## src/rtl/dmach_csr_pkg.sv

```systemverilog
`timescale 1ns/1ps
package dmach_csr_pkg;
  localparam int DW = 32;

  // byte offsets
  localparam int OFS_CTRL = 'h00;
  localparam int OFS_STAT = 'h04;
  localparam int OFS_CUR  = 'h08;
  localparam int OFS_NEXT = 'h24;

  // control bits
  localparam int CTL_EN  = 0;
  localparam int CTL_APP = 1;

  // status bits
  localparam int ST_BUSY = 13;

  // sticky flag index: 0..3 errors, 4 end of chain, 5 end of transfer
  localparam int ERR_N  = 4;
  localparam int FLAG_N = ERR_N + 2;

  function automatic int flag_pos(input int idx);
    case (idx)
      0:       return 3;   // internal master abort
      1:       return 4;   // internal target abort
      2:       return 5;   // memory controller abort
      3:       return 9;   // internal parity
      4:       return 11;  // end of chain
      default: return 12;  // end of transfer
    endcase
  endfunction
endpackage

```

## src/rtl/dmach_csr_decode.sv

```systemverilog
`timescale 1ns/1ps
module dmach_csr_decode #(
  parameter int ADDR_W = 8
) (
  input  logic              bus_sel,
  input  logic              bus_wr,
  input  logic [ADDR_W-1:0] bus_addr,
  output logic              hit_ctrl,
  output logic              hit_stat,
  output logic              hit_cur,
  output logic              hit_next,
  output logic              wr_ctrl,
  output logic              wr_stat,
  output logic              wr_next
);
  import dmach_csr_pkg::*;

  always_comb begin
    hit_ctrl = bus_sel && (bus_addr == ADDR_W'(OFS_CTRL));
    hit_stat = bus_sel && (bus_addr == ADDR_W'(OFS_STAT));
    hit_cur  = bus_sel && (bus_addr == ADDR_W'(OFS_CUR));
    hit_next = bus_sel && (bus_addr == ADDR_W'(OFS_NEXT));
    wr_ctrl  = hit_ctrl && bus_wr;
    wr_stat  = hit_stat && bus_wr;
    wr_next  = hit_next && bus_wr;
  end
endmodule

```

## src/rtl/dmach_csr_ctrl.sv

```systemverilog
`timescale 1ns/1ps
module dmach_csr_ctrl (
  input  logic clk,
  input  logic rst_n,
  input  logic wr_ctrl,
  input  logic wd_en,
  input  logic wd_app,
  output logic enable,
  output logic append
);
  always_ff @(posedge clk or negedge rst_n) begin
    if (!rst_n) begin
      enable <= 1'b0;
      append <= 1'b0;
    end else begin
      if (wr_ctrl) enable <= wd_en;
      append <= wr_ctrl && wd_app && wd_en;
    end
  end

  // a resume pulse only ever accompanies an enabled channel
  a_r4_append_needs_enable: assert property (@(posedge clk) disable iff (!rst_n)
    append |-> enable);

  // enable moves only after a control write
  a_r3_enable_only_by_write: assert property (@(posedge clk) disable iff (!rst_n)
    !$past(wr_ctrl) |-> $stable(enable));
endmodule

```

## src/rtl/dmach_csr_flags.sv

```systemverilog
`timescale 1ns/1ps
module dmach_csr_flags #(
  parameter int N = 6
) (
  input  logic         clk,
  input  logic         rst_n,
  input  logic [N-1:0] set_ev,
  input  logic [N-1:0] clr_wr,
  output logic [N-1:0] flag
);
  for (genvar i = 0; i < N; i++) begin : g_flag
    always_ff @(posedge clk or negedge rst_n) begin
      if (!rst_n) flag[i] <= 1'b0;
      else        flag[i] <= (flag[i] && !clr_wr[i]) || set_ev[i];
    end

    // an event always leaves the flag set, even under a clear
    a_r8_set_wins: assert property (@(posedge clk) disable iff (!rst_n)
      set_ev[i] |=> flag[i]);

    // a clear without a competing event drops the flag
    a_r7_w1c_clears: assert property (@(posedge clk) disable iff (!rst_n)
      (clr_wr[i] && !set_ev[i]) |=> !flag[i]);

    // without a clear the flag is sticky
    a_r7_sticky: assert property (@(posedge clk) disable iff (!rst_n)
      (flag[i] && !clr_wr[i]) |=> flag[i]);
  end
endmodule

```

## src/rtl/dmach_csr_desc.sv

```systemverilog
`timescale 1ns/1ps
module dmach_csr_desc #(
  parameter int DW = 32
) (
  input  logic          clk,
  input  logic          rst_n,
  input  logic          wr_next,
  input  logic [DW-1:0] wdata,
  input  logic          cur_load,
  input  logic [DW-1:0] cur_addr,
  output logic [DW-1:0] cur_q,
  output logic [DW-1:0] next_q
);
  always_ff @(posedge clk or negedge rst_n) begin
    if (!rst_n) begin
      cur_q  <= '0;
      next_q <= '0;
    end else begin
      if (cur_load) cur_q  <= cur_addr;
      if (wr_next)  next_q <= wdata;
    end
  end

  // the current pointer only follows the engine load strobe
  a_r10_cur_only_engine: assert property (@(posedge clk) disable iff (!rst_n)
    !$past(cur_load) |-> $stable(cur_q));

  // the next pointer only follows a bus write to its offset
  a_r2_next_only_bus: assert property (@(posedge clk) disable iff (!rst_n)
    !$past(wr_next) |-> $stable(next_q));
endmodule

```

## src/rtl/dmach_csr.sv

```systemverilog
`timescale 1ns/1ps
module dmach_csr #(
  parameter int ADDR_W = 8
) (
  input  logic              clk,
  input  logic              rst_n,
  input  logic              bus_sel,
  input  logic              bus_wr,
  input  logic [ADDR_W-1:0] bus_addr,
  input  logic [31:0]       bus_wdata,
  output logic [31:0]       bus_rdata,
  input  logic              eng_busy,
  input  logic              eng_eot,
  input  logic              eng_eoc,
  input  logic [3:0]        eng_err,
  input  logic              eng_cur_load,
  input  logic [31:0]       eng_cur_addr,
  output logic              ch_enable,
  output logic              ch_append,
  output logic [31:0]       ch_next_desc,
  output logic              irq
);
  import dmach_csr_pkg::*;

  logic hit_ctrl, hit_stat, hit_cur, hit_next;
  logic wr_ctrl, wr_stat, wr_next;
  logic [FLAG_N-1:0] set_vec, clr_vec, flags;
  logic [DW-1:0] cur_q, stat_word, ctrl_word;

  dmach_csr_decode #(.ADDR_W(ADDR_W)) u_dec (
    .bus_sel(bus_sel), .bus_wr(bus_wr), .bus_addr(bus_addr),
    .hit_ctrl(hit_ctrl), .hit_stat(hit_stat), .hit_cur(hit_cur), .hit_next(hit_next),
    .wr_ctrl(wr_ctrl), .wr_stat(wr_stat), .wr_next(wr_next)
  );

  dmach_csr_ctrl u_ctrl (
    .clk(clk), .rst_n(rst_n), .wr_ctrl(wr_ctrl),
    .wd_en(bus_wdata[CTL_EN]), .wd_app(bus_wdata[CTL_APP]),
    .enable(ch_enable), .append(ch_append)
  );

  assign set_vec = {eng_eot, eng_eoc, eng_err};

  always_comb begin
    for (int i = 0; i < FLAG_N; i++)
      clr_vec[i] = wr_stat && bus_wdata[flag_pos(i)];
  end

  dmach_csr_flags #(.N(FLAG_N)) u_flags (
    .clk(clk), .rst_n(rst_n), .set_ev(set_vec), .clr_wr(clr_vec), .flag(flags)
  );

  dmach_csr_desc #(.DW(DW)) u_desc (
    .clk(clk), .rst_n(rst_n), .wr_next(wr_next), .wdata(bus_wdata),
    .cur_load(eng_cur_load), .cur_addr(eng_cur_addr),
    .cur_q(cur_q), .next_q(ch_next_desc)
  );

  assign irq = |flags;

  always_comb begin
    stat_word = '0;
    stat_word[ST_BUSY] = eng_busy;
    for (int i = 0; i < FLAG_N; i++)
      stat_word[flag_pos(i)] = flags[i];
    ctrl_word = '0;
    ctrl_word[CTL_EN] = ch_enable;
  end

  always_comb begin
    bus_rdata = '0;
    if (!bus_wr) begin
      if (hit_ctrl) bus_rdata = ctrl_word;
      if (hit_stat) bus_rdata = stat_word;
      if (hit_cur)  bus_rdata = cur_q;
      if (hit_next) bus_rdata = ch_next_desc;
    end
  end

  // an interrupt can only rise after some engine event
  a_r9_irq_rise_cause: assert property (@(posedge clk) disable iff (!rst_n)
    $rose(irq) |-> $past(|set_vec));

  // an interrupt can only fall after a status write
  a_r9_irq_fall_cause: assert property (@(posedge clk) disable iff (!rst_n)
    $fell(irq) |-> $past(wr_stat));
endmodule

```

## config.mk

```make
export PLATFORM = sky130hd
export DESIGN_NAME = dmach_csr
export DESIGN_NICKNAME = d
export VERILOG_FILES = /design/src/rtl/dmach_csr_pkg.sv /design/src/rtl/dmach_csr_decode.sv /design/src/rtl/dmach_csr_ctrl.sv /design/src/rtl/dmach_csr_flags.sv /design/src/rtl/dmach_csr_desc.sv /design/src/rtl/dmach_csr.sv
export SDC_FILE = /design/constraint.sdc
export NUM_CORES = 1
export LEC_CHECK = 0
export CAP_MARGIN = 20
export CORE_MARGIN = 3
export CORE_UTILIZATION = 44
export CTS_CLUSTER_DIAMETER = 30
export DETAILED_ROUTE_END_ITERATION = 8
export PLACE_DENSITY = 0.8
export SLEW_MARGIN = 15
export SYNTH_ARGS = -nofsm -noshare
export SYNTH_HDL_FRONTEND = slang
export SYNTH_HIERARCHICAL = 1
export SYNTH_SLANG_ARGS = --single-unit
```

## constraint.sdc

```tcl
create_clock -name clk -period 4.06 [get_ports clk]
set_input_delay 1.015 -clock clk [delete_from_list [all_inputs] [get_ports clk]]
set_output_delay 1.015 -clock clk [all_outputs]
set_load 0.05 [all_outputs]
```

Yosys cells after proc, flatten, opt, wreduce, memory -nomap -nowiden
Index checks and enable logic that the tools add are counted.
- bits in registers: 72
- output and inout port bits: 67
- word-level logic and storage cells: 53
- eq/ne operators: 3
- mux-type cells: 5
- reductions and logical operators: 35
- operator list (operator ; number):
    32-bit 2-to-1 mux ; 3
    1-bit logical AND ; 21
    14-bit 2-to-1 mux ; 1
    8-bit by 3-bit equality test with 1-bit output (second input constant) ; 1
    8-bit by 4-bit equality test with 1-bit output (second input constant) ; 1
    8-bit by 6-bit equality test with 1-bit output (second input constant) ; 1
    8-bit zero test ; 1
    1-bit zero test ; 6
    1-bit logical OR ; 6
    6-bit OR reduction ; 1
    1-bit 2-to-1 mux ; 1

Longest topological paths before layout
Gate-level depths: netlist of the first run.
- depth in word-level cells: 7
- gate-level depth with buffers: 7
- gate-level depth less buffers: 5

By module
Netlist of the first run, hierarchy kept.
- modules (own cells, without submodules) (module ; instances ; cells each ; area an instance (µm²)):
    dmach_csr_desc ; 1 ; 136 ; 2690.1
    dmach_csr ; 1 ; 128 ; 797.0
    dmach_csr_flags ; 1 ; 18 ; 217.7
    dmach_csr_decode ; 1 ; 16 ; 127.6
    dmach_csr_ctrl ; 1 ; 4 ; 72.6

Least setup slack after synthesis of the first run
No wires, ideal clock.
- path type: input-to-output
- start: input port bus_addr[1]
- end: output port bus_rdata[23]
- arrival time: 3145 ps
- slack: -100 ps
- stages: 7
- path through: or4_4 buf_6 nor3_1 buf_4 buf_4 nand3b_1 a21oi_1
- word-level cells in the longest chain between the ends: 5
- elaborated cells between the ends (all ways): 7
- those cells by class: eq/ne: 2; mux: 3; reduce/logical: 2
- RTL lines (what ; line ; text):
    start, declared ; dmach_csr.sv:9 ; input logic [ADDR_W-1:0] bus_addr,
    8-bit by 4-bit equality test with 1-bit output ; dmach_csr_decode.sv:21 ; hit_cur = bus_sel && (bus_addr == ADDR_W'(OFS_CUR));
    1-bit logical AND ; dmach_csr_decode.sv:21 ;
    named net hit_cur ; dmach_csr.sv:25 ; logic hit_ctrl, hit_stat, hit_cur, hit_next;
    32-bit 2-to-1 mux ; dmach_csr.sv:75 ; if (hit_cur) bus_rdata = cur_q;
    32-bit 2-to-1 mux ; dmach_csr.sv:76 ; if (hit_next) bus_rdata = ch_next_desc;
    32-bit 2-to-1 mux ; dmach_csr.sv:72 ; if (!bus_wr) begin
    end, declared ; dmach_csr.sv:11 ; output logic [31:0] bus_rdata,
The timed path passes the listed nets, and every way through them passes these cells.

Worst setup path after layout of the first run
- start: input port bus_addr[5]
- end: output port bus_rdata[5]
- word-level cells in the longest chain between the ends: 6
- elaborated cells between the ends (all ways): 10
- those cells by class: eq/ne: 3; mux: 4; reduce/logical: 3
- RTL lines (what ; line ; text):
    8-bit by 3-bit equality test with 1-bit output ; dmach_csr_decode.sv:20 ; hit_stat = bus_sel && (bus_addr == ADDR_W'(OFS_STAT));
    1-bit logical AND ; dmach_csr_decode.sv:20 ;
    named net hit_stat ; dmach_csr.sv:25 ;
    14-bit 2-to-1 mux ; dmach_csr.sv:74 ; if (hit_stat) bus_rdata = stat_word;
    32-bit 2-to-1 mux ; dmach_csr.sv:75 ;
    32-bit 2-to-1 mux ; dmach_csr.sv:76 ;
    32-bit 2-to-1 mux ; dmach_csr.sv:72 ;
The timed path passes the listed nets, and every way through them passes these cells.

==> impl_metrics.tcl, run 1 <==
set metrics [dict create \
    status "completed" \
    final_area_um2 6470 \
    antenna_found_initial 0 \
    synth_top_family_by_area "multiplexers" \
    startpoint "bus_addr[5]" \
    grt_pass1_wl_um 17400 \
    drtIter0Drc 64 \
    worstHoldStart "u_desc/cur_q[29]" \
    io_buffers 150 \
    final_cell_mix "clkdlybuf4s50_1 (107), dfrtp_1 (72), mux2_4 (61), buf_12 (33), nand3b_1 (31)" \
    clockRootBuffer "clkbuf_8" \
    final_common_cell "clkdlybuf4s50_1" \
    fillerInstances 551 \
    cts_max_path_buffers 2 \
    wl_um 11700 \
    grt_max_degree 73 \
    max_stage_delay_ns 0.52 \
    place_congestion 0.796 \
    drive_gt1_frac 0.417 \
    hold_viol 0 \
    grt_pass1_vias 3330 \
    ys_top_cells_by_area "dfrtp_1 (46%), mux2_4 (23%), nand3b_1 (6.0%), a21oi_1 (4.1%), buf_12 (3.1%)" \
    dieArea_um2 10000 \
    setup_ws_ns 0.0466 \
    synth_xor_area_frac 0 \
    die_w_um 100 \
    crit_path_max_fanout 7 \
    synth_top_area_share 0.461 \
    overflow 0 \
    place_ws_ns -0.0634 \
    ys_seq_elements 72 \
    fin_tns_setup_ns 0 \
    insertion_delay_ns 0.33 \
    synth_top_cell_by_area "dfrtp_1" \
    fmax_mhz 249 \
    ant_nets 0 \
    dpl.hpwl_um 7710 \
    postLayoutCoreUtil 0.768 \
    clk_pin_slew_ns 0.07 \
    final_max_slew_viol_count 0 \
    drc 0 \
    fp.dieH_um 100 \
    synthSimpleGateAreaFrac 0.129 \
    synth-compound-area-share 0.0833 \
    first_pass_iters 4 \
    hp-class "reg2reg" \
    power.density_nw_per_um2 273 \
    cts_buffers 9 \
    synth_area_um2 3900 \
    place_area_um2 5900 \
    synth.area.mux_share 0.246 \
    routed_via_density 5.27 \
    cts_tree "done" \
    clock_sinks 72 \
    critPathRequiredTime_ns 3.04 \
    p_leak_nw 2.69 \
    fp-row-count 33 \
    syn2layout_area_growth_pct 65.7 \
    postCtsHoldBufs 0 \
    grt.total_usage 0.219 \
    seq_area_frac_synth 0.461 \
    finalCritPeriodShare 0.989 \
    yosys_warnings 6 \
    vias 3095 \
    syn-num-nets 386 \
    antenna_cells 0 \
    yosysUniqueCellTypes 27 \
    synth_cells 302 \
    cp-end-kind "primary output" \
    tightest_slew_ns 1.06 \
    critical_path_class "in2out" \
    avgSynthCellArea_um2 12.9 \
    cp-start-kind "input pin" \
    nets 561 \
    path_cells "clkdlybuf4s50_1, or4b_4, nor3_4, buf_6, nand3b_1, a221oi_2, clkbuf_16" \
    start_util 0.464 \
    regToRegStartpoint "u_desc/next_q[13]" \
    wl_per_cell_um 20.0 \
    crit_slowest_cell "or4b_4" \
    ios 151 \
    fin_skew_ns 0 \
    period_needed_ns 4.01 \
    drv_cap 0 \
    cts-htree-levels 3 \
    synth_adder_area_share 0 \
    slew_headroom 0.295 \
    setup_viol 0 \
    peakVddDrop_mv 0.180 \
    cp.arrival_ns 3.00 \
    core_area_um2 8420 \
]
[sequential cells by signal, indices dropped and copies added (netlist names)]
register / count
u_desc/cur_q: 32
u_desc/next_q: 32
u_flags/flag: 6
u_ctrl/append: 1
u_ctrl/enable: 1
[final timing paths]
path | depth (start not counted) | end | slack [ns]
max | 7 | bus_rdata[5] | 0.05
min | 1 | u_desc/cur_q[29] | 0.52
max reg2reg | 1 | u_desc/next_q[13] | 3.25
min reg2reg | 1 | u_desc/cur_q[29] | 0.52
max in group asynchronous | 1 | u_desc/cur_q[29] | 2.63
min in group asynchronous | 1 | u_desc/next_q[27] | 0.79
[critical path: cells and delay by family]
family	cells	cell delay, ns
simple gates	3	0.86
buf+inv	3	0.81
compound gates	1	0.30
[layout make-up]
class | instances | area [um^2] | share of cell area
clock inverters | 5 | 103 | 0.0159
clock buffers | 11 | 151 | 0.0234
multi-input cells | 191 | 1940 | 0.300
repair buffers | 188 | 2280 | 0.353
well taps | 105 | 131 | 0.0203
inverters | 15 | 56.3 | 0.00870
flip-flops and latches | 72 | 1800 | 0.278
[cell usage after synthesis, drive strengths merged]
| cell type | count |
|---|---|
| inv | 15 |
| nand2 | 27 |
| or4bb | 1 |
| or4 | 1 |
| buf | 22 |
| and3 | 1 |
| a21o | 6 |
| a221oi | 8 |
| mux2 | 65 |
| and2 | 6 |
| nor2 | 1 |
| or3b | 1 |
| nand3 | 1 |
| clkbuf | 2 |
| nand4bb | 1 |
| nor4 | 1 |
| dfrtp | 72 |
| or4b | 1 |
| nor4b | 1 |
| nor3 | 6 |
| a21oi | 32 |
| nand3b | 31 |
[routing by layer]
layer,vias up,GRT usage,routed length (um)
met5,-,0,0
met4,0,0.0819,240
met3,21,0.0403,610
met2,115,0.396,6150
met1,1549,0.258,4710
li1,1410,-,-
[kinds of logic (layout without fill, tap and decap cells)]
logic type	Yosys count	in the layout
buf+inv	39	219
simple gates	80	80
compound gates	46	46
mux	65	65
flops	72	72
[power by group]
group / switching (mW) / leakage, nW / internal (mW)
registers: 0.0283 / 0.899 / 0.757
logic: 0.107 / 1.67 / 0.151
clock network: 0.282 / 0.126 / 0.441
[per-stage QoR]
stage	total power, mW	instances	hold WS, ns
finish	1.77	587	0.515
global placement	1.04	553	0.490
CTS	1.78	574	0.517
detailed placement	1.05	553	0.494
global route	1.83	587	0.528
floorplan	0.916	302	0.472
[what timing repair did]
item	CTS	global route
setup endpoints to repair	16	32
gates resized for setup	7	28
pin swaps	2	16
buffers inserted	5	8
endpoints found under the hold margin	0	0
cloned	0	5
No activity file was read; power rests on OpenSTA's default activity.
==> inputs of run 2 (changes only) <==
CORE_UTILIZATION = 38   (was 44)
PLACE_DENSITY = 0.77   (was 0.8)
SYNTH_HIERARCHICAL = unset   (was 1)
clock period = 3.6 ns   (was 4.06 ns; I/O delays follow)
==> impl_metrics.tcl, run 2 <==
set metrics [dict create \
    peakVddDrop_mv 0.179 \
    fin_tns_setup_ns 0 \
    largestRegisters "u_desc.cur_q: 32 flops, u_desc.next_q: 32 flops, u_flags.flag: 6 flops" \
    place_area_um2 5390 \
    drv_cap 0 \
    start_util 0.403 \
    cp-start-kind "input pin" \
    post_cts_resized 0 \
    cts_setup_buffers 0 \
    drive_gt1_frac 0.324 \
    fmax_mhz 287 \
    synth_cells 258 \
    status "completed" \
    critical_path_class "in2out" \
    wl_per_cell_um 19.6 \
    final_cell_mix "clkdlybuf4s50_1 (117), dfrtp_1 (72), mux2_2 (42), buf_12 (36), nor2_1 (35)" \
    p_sw_uw 457 \
    finalCritPeriodShare 0.969 \
    final_area_um2 5590 \
    synth_top_area_share 0.528 \
    ys_top_cells_by_area "dfrtp_1 (53%), mux2_2 (14%), mux2_4 (13%), a22oi_1 (6.8%), nor2_1 (3.8%)" \
    io_buffers 150 \
    hold_viol 0 \
    routed_via_density 5.29 \
    combPwrFrac 0.157 \
    slew_headroom 0.386 \
    drc 0 \
    hold_slack_ns 0.507 \
    async_reset_ff_frac 1.00 \
    path_buf_inv 2 \
    die_w_um 101 \
    syn2layout_area_growth_pct 63.8 \
    cts_buffers 9 \
    clock_sinks 72 \
    synth_common_cells "dfrtp_1 (72), mux2_2 (42), nor2_1 (35)" \
    first_pass_iters 4 \
    clockRootBuffer "clkbuf_8" \
    wl_um 10200 \
    grt_pass1_vias 3115 \
    setup_viol 0 \
    cp.arrival_ns 2.59 \
    grt_pass1_wl_um 16200 \
    power_frac_clock 0.357 \
    path_cells "clkdlybuf4s50_1, or3b_2, a21o_1, a221oi_2, buf_12" \
    synth_area_um2 3410 \
    overflow 0 \
    drtIter0Drc 84 \
    internal_power_mw 1.36 \
    place_congestion 0.794 \
    hp-class "reg2reg" \
    ant_nets 0 \
    seq_area_frac_synth 0.528 \
    dpl.hpwl_um 7220 \
    max_stage_delay_ns 0.50 \
    synth_most_common_cell "dfrtp_1" \
    fp.dieH_um 101 \
    antenna_cells 0 \
    fp-row-count 33 \
    crit_path_max_fanout 6 \
    syn-num-nets 342 \
    avgSynthCellArea_um2 13.2 \
    cts_max_path_buffers 2 \
    switching_share 0.252 \
    insertion_delay_ns 0.33 \
    sequentialPowerShare 0.487 \
    fillerInstances 636 \
    cts-htree-levels 3 \
    dieArea_um2 10200 \
    grt_max_degree 73 \
    tightest_slew_ns 0.922 \
    postCtsHoldBufs 0 \
    p_leak_nw 2.32 \
    cts_tree "done" \
    crit_family "buffers and inverters" \
    ys.flop_type "dfrtp_1" \
    cp-end-kind "primary output" \
    fin_skew_ns 0 \
    ys_seq_elements 72 \
    power.density_nw_per_um2 324 \
    critPathRequiredTime_ns 2.70 \
    vias 2747 \
    core_area_um2 8460 \
    final_max_slew_viol_count 0 \
    final_common_cell "clkdlybuf4s50_1" \
    synth_top_cell_by_area "dfrtp_1" \
    grt.total_usage 0.208 \
    synth-edff-count 0 \
    crit_slowest_cell "clkdlybuf4s50_1" \
    clk_pin_slew_ns 0.08 \
    yosysUniqueCellTypes 24 \
    yosys_warnings 0 \
    ios 151 \
    period_needed_ns 3.49 \
    rsz0062_at_grt "no" \
    nets 493 \
    antenna_found_initial 0 \
]
[run 2: cell types whose count changed after synthesis, sizes merged, moves of 7 or more]
cell    previous run  this run
nor2               1        35
a21oi             32         0
a22oi              0        31
nand3b            31         1
nand2             27         4
buf               22         7
inv               15         1
clkbuf             2        11
a221oi             8         1
mux2              65        72
nand4              0         7
[run 2: logic make-up (layout without fill, tap and decap cells)]
kind of cell | count (synthesis) | count (layout) | synth area share
and+or+nand+nor | 56 | 56 | 0.0876
buffers and inverters | 19 | 175 | 0.0279
muxes | 72 | 72 | 0.271
AOI/OAI and AO/OA | 39 | 39 | 0.0861
DFF | 72 | 72 | 0.528
[run 2: worst paths after layout]
| path | start | to | slack [ns] | cells after the start |
|---|---|---|---|---|
| hold / removal | u_flags.flag[4] | u_flags.flag[4] | 0.51 | 1 |
| min in group asynchronous | rst_n | u_desc.cur_q[16] | 0.69 | 1 |
| max in group asynchronous | rst_n | u_desc.cur_q[21] | 2.31 | 1 |
| setup reg to reg | u_desc.next_q[19] | u_desc.next_q[19] | 2.79 | 1 |
| setup / recovery | bus_addr[2] | bus_rdata[0] | 0.11 | 5 |
| hold reg to reg | u_flags.flag[4] | u_flags.flag[4] | 0.51 | 1 |
[run 2: per-stage QoR]
step	worst slack [ns]	util	total power [mW]	cells
floorplan	0.147	-	1.02	258
global placement	0.119	0.637	1.17	503
detailed placement	0.106	0.637	1.18	503
CTS	0.102	0.661	1.83	519
global route	0.0342	0.661	1.89	519
finish	0.111	0.661	1.81	519
[run 2: cell type report]
type                    count  area [um^2]  share of cell area
well taps                 105          131              0.0235
flip-flops and latches     72         1800               0.322
inverters                   1         3.75            0.000671
clock inverters             5         56.3              0.0101
multi-input cells         167         1530               0.273
repair buffers            158         1930               0.345
clock buffers              11          141              0.0253
[run 2: per-layer routing]
layer | up-vias | share of wire | track usage
met5 | - | 0 | 0
met4 | 0 | 0.014 | 0.0674
met3 | 13 | 0.088 | 0.0727
met2 | 119 | 0.50 | 0.340
met1 | 1368 | 0.40 | 0.256
li1 | 1247 | - | -
[run 2: power groups by stage]
stage	clock, mW	sequential [mW]	combinational, mW
detailed placement	0	0.897	0.285
finish	0.646	0.882	0.284
CTS	0.657	0.882	0.287
global placement	0	0.894	0.278
global route	0.697	0.888	0.303
floorplan	0	0.925	0.0930
==> inputs of run 3 (changes only) <==
PLACE_DENSITY = 0.76   (was 0.77)
==> impl_metrics.tcl, run 3 (synthesis gave the netlist of run 2 again) <==
set metrics [dict create \
    fin_tns_setup_ns 0 \
    post_cts_resized 0 \
    met3_wirelength_um 1010 \
    power.density_nw_per_um2 331 \
    rsz0062_at_grt "no" \
    regToRegStartpoint "u_desc.next_q[28]" \
    fmax_mhz 287 \
    final_max_slew_viol_count 0 \
    cp.arrival_ns 2.58 \
    worstRegToRegCells 1 \
    clk_pin_slew_ns 0.08 \
    cp-end-kind "primary output" \
    place_congestion 0.799 \
    postLayoutCoreUtil 0.660 \
    die_w_um 101 \
    fp-row-count 33 \
    nets 493 \
    clockRootBuffer "clkbuf_8" \
    drc 0 \
    finalCritPeriodShare 0.968 \
    r2r_slack_ns 2.78 \
    antenna_found_initial 0 \
    dpl.hpwl_um 7100 \
    grt_pass1_wl_um 15900 \
    wl_met2_um 4860 \
    grt.total_usage 0.204 \
    vias 2742 \
    dieArea_um2 10200 \
    start_util 0.403 \
    drive_gt1_frac 0.322 \
    peakVddDrop_mv 0.185 \
    crit_path_max_fanout 6 \
    slew_headroom 0.390 \
    core_area_um2 8460 \
    cp-start-kind "input pin" \
    ant_nets 0 \
    postCtsHoldBufs 0 \
    drtIter0Drc 95 \
    fp.dieH_um 101 \
    status "completed" \
    cts_max_path_buffers 2 \
    cts_tree "done" \
    min_to "u_desc.cur_q[22]" \
    fin_skew_ns 0 \
    timing.rr.end "u_desc.next_q[28]" \
    period_needed_ns 3.48 \
    syn2layout_area_growth_pct 63.8 \
    critPathRequiredTime_ns 2.70 \
    routed_via_density 5.29 \
    drv_cap 0 \
    insertion_delay_ns 0.33 \
    final_common_cell "clkdlybuf4s50_1" \
    routed.top_layer "met4" \
    m1WireLength_um 3890 \
    antenna_cells 0 \
    hold_slack_ns 0.512 \
    critical_path_class "in2out" \
    hold_viol 0 \
    grt_pass1_vias 3037 \
    tightest_slew_ns 0.915 \
    worstHoldStart "u_desc.cur_q[22]" \
    wl_per_cell_um 19.0 \
    hp-class "reg2reg" \
    cts-htree-levels 3 \
    io_buffers 150 \
    ios 151 \
    holdPathStages 1 \
    largestRegisters "u_desc.cur_q: 32 flops, u_desc.next_q: 32 flops, u_flags.flag: 6 flops" \
    grt_max_degree 73 \
    setup_viol 0 \
    startpoint "bus_addr[2]" \
    cts_buffers 9 \
    wl_um 9850 \
    overflow 0 \
    clock_sinks 72 \
    p_leak_nw 2.32 \
    first_pass_iters 4 \
    cts_setup_buffers 0 \
    final_cell_mix "clkdlybuf4s50_1 (117), dfrtp_1 (72), mux2_2 (42), nor2_1 (35), buf_12 (35)" \
]
## run 3: changes by cell type in the layout (fill, tap and decap cells not counted)
cell / delta
buf_12: -1
buf_4: +1
bufinv_16: +1
clkbuf_8: -1
clkinv_2: -1
clkinv_4: -1
inv_6: +1
## run 3: worst max path at each step
stage | to | slack, ns | depth (start not counted)
6_report | bus_rdata[0] | 0.12 | 5
5_1_grt | bus_rdata[0] | 0.04 | 5
4_1_cts | bus_rdata[0] | 0.11 | 5
3_5_place_dp | bus_rdata[0] | 0.11 | 5
3_3_place_gp | bus_rdata[0] | 0.13 | 5
2_1_floorplan | bus_rdata[10] | 0.15 | 4
## run 3: per-stage QoR
stage / setup slack (ns) / instance area (um^2) / total power [mW] / std cells
global placement: 0.126 / 5380 / 1.17 / 503
floorplan: 0.147 / 3420 / 1.02 / 258
CTS: 0.114 / 5590 / 1.87 / 518
finish: 0.115 / 5590 / 1.85 / 518
detailed placement: 0.114 / 5380 / 1.18 / 503
global route: 0.0406 / 5590 / 1.93 / 518
## run 3: final cells by class
type	instances	area [um^2]
Clock buffer	10	128
Clock inverter	5	81.3
Fill cell	615	2870
Inverter	1	3.75
Multi-Input combinational cell	167	1530
Sequential cell	72	1800
Tap cell	105	131
Timing Repair Buffer	158	1920
## run 3: report_power, final
| group | switching, mW | internal [mW] |
|---|---|---|
| Clock | 0.297 | 0.388 |
| Combinational | 0.119 | 0.162 |
| Sequential | 0.0287 | 0.854 |
## run 3: worst max-delay path, stage by stage
cell	delay, ns
clkdlybuf4s50_1	0.50
or3b_2	0.49
a21o_1	0.18
a221oi_2	0.32
buf_12	0.18
## run 3: per-layer routing
layer	up-vias	global-route usage
met5	-	0
met3	9	0.0934
li1	1236	-
met1	1377	0.243
met4	0	0.0560
met2	120	0.331
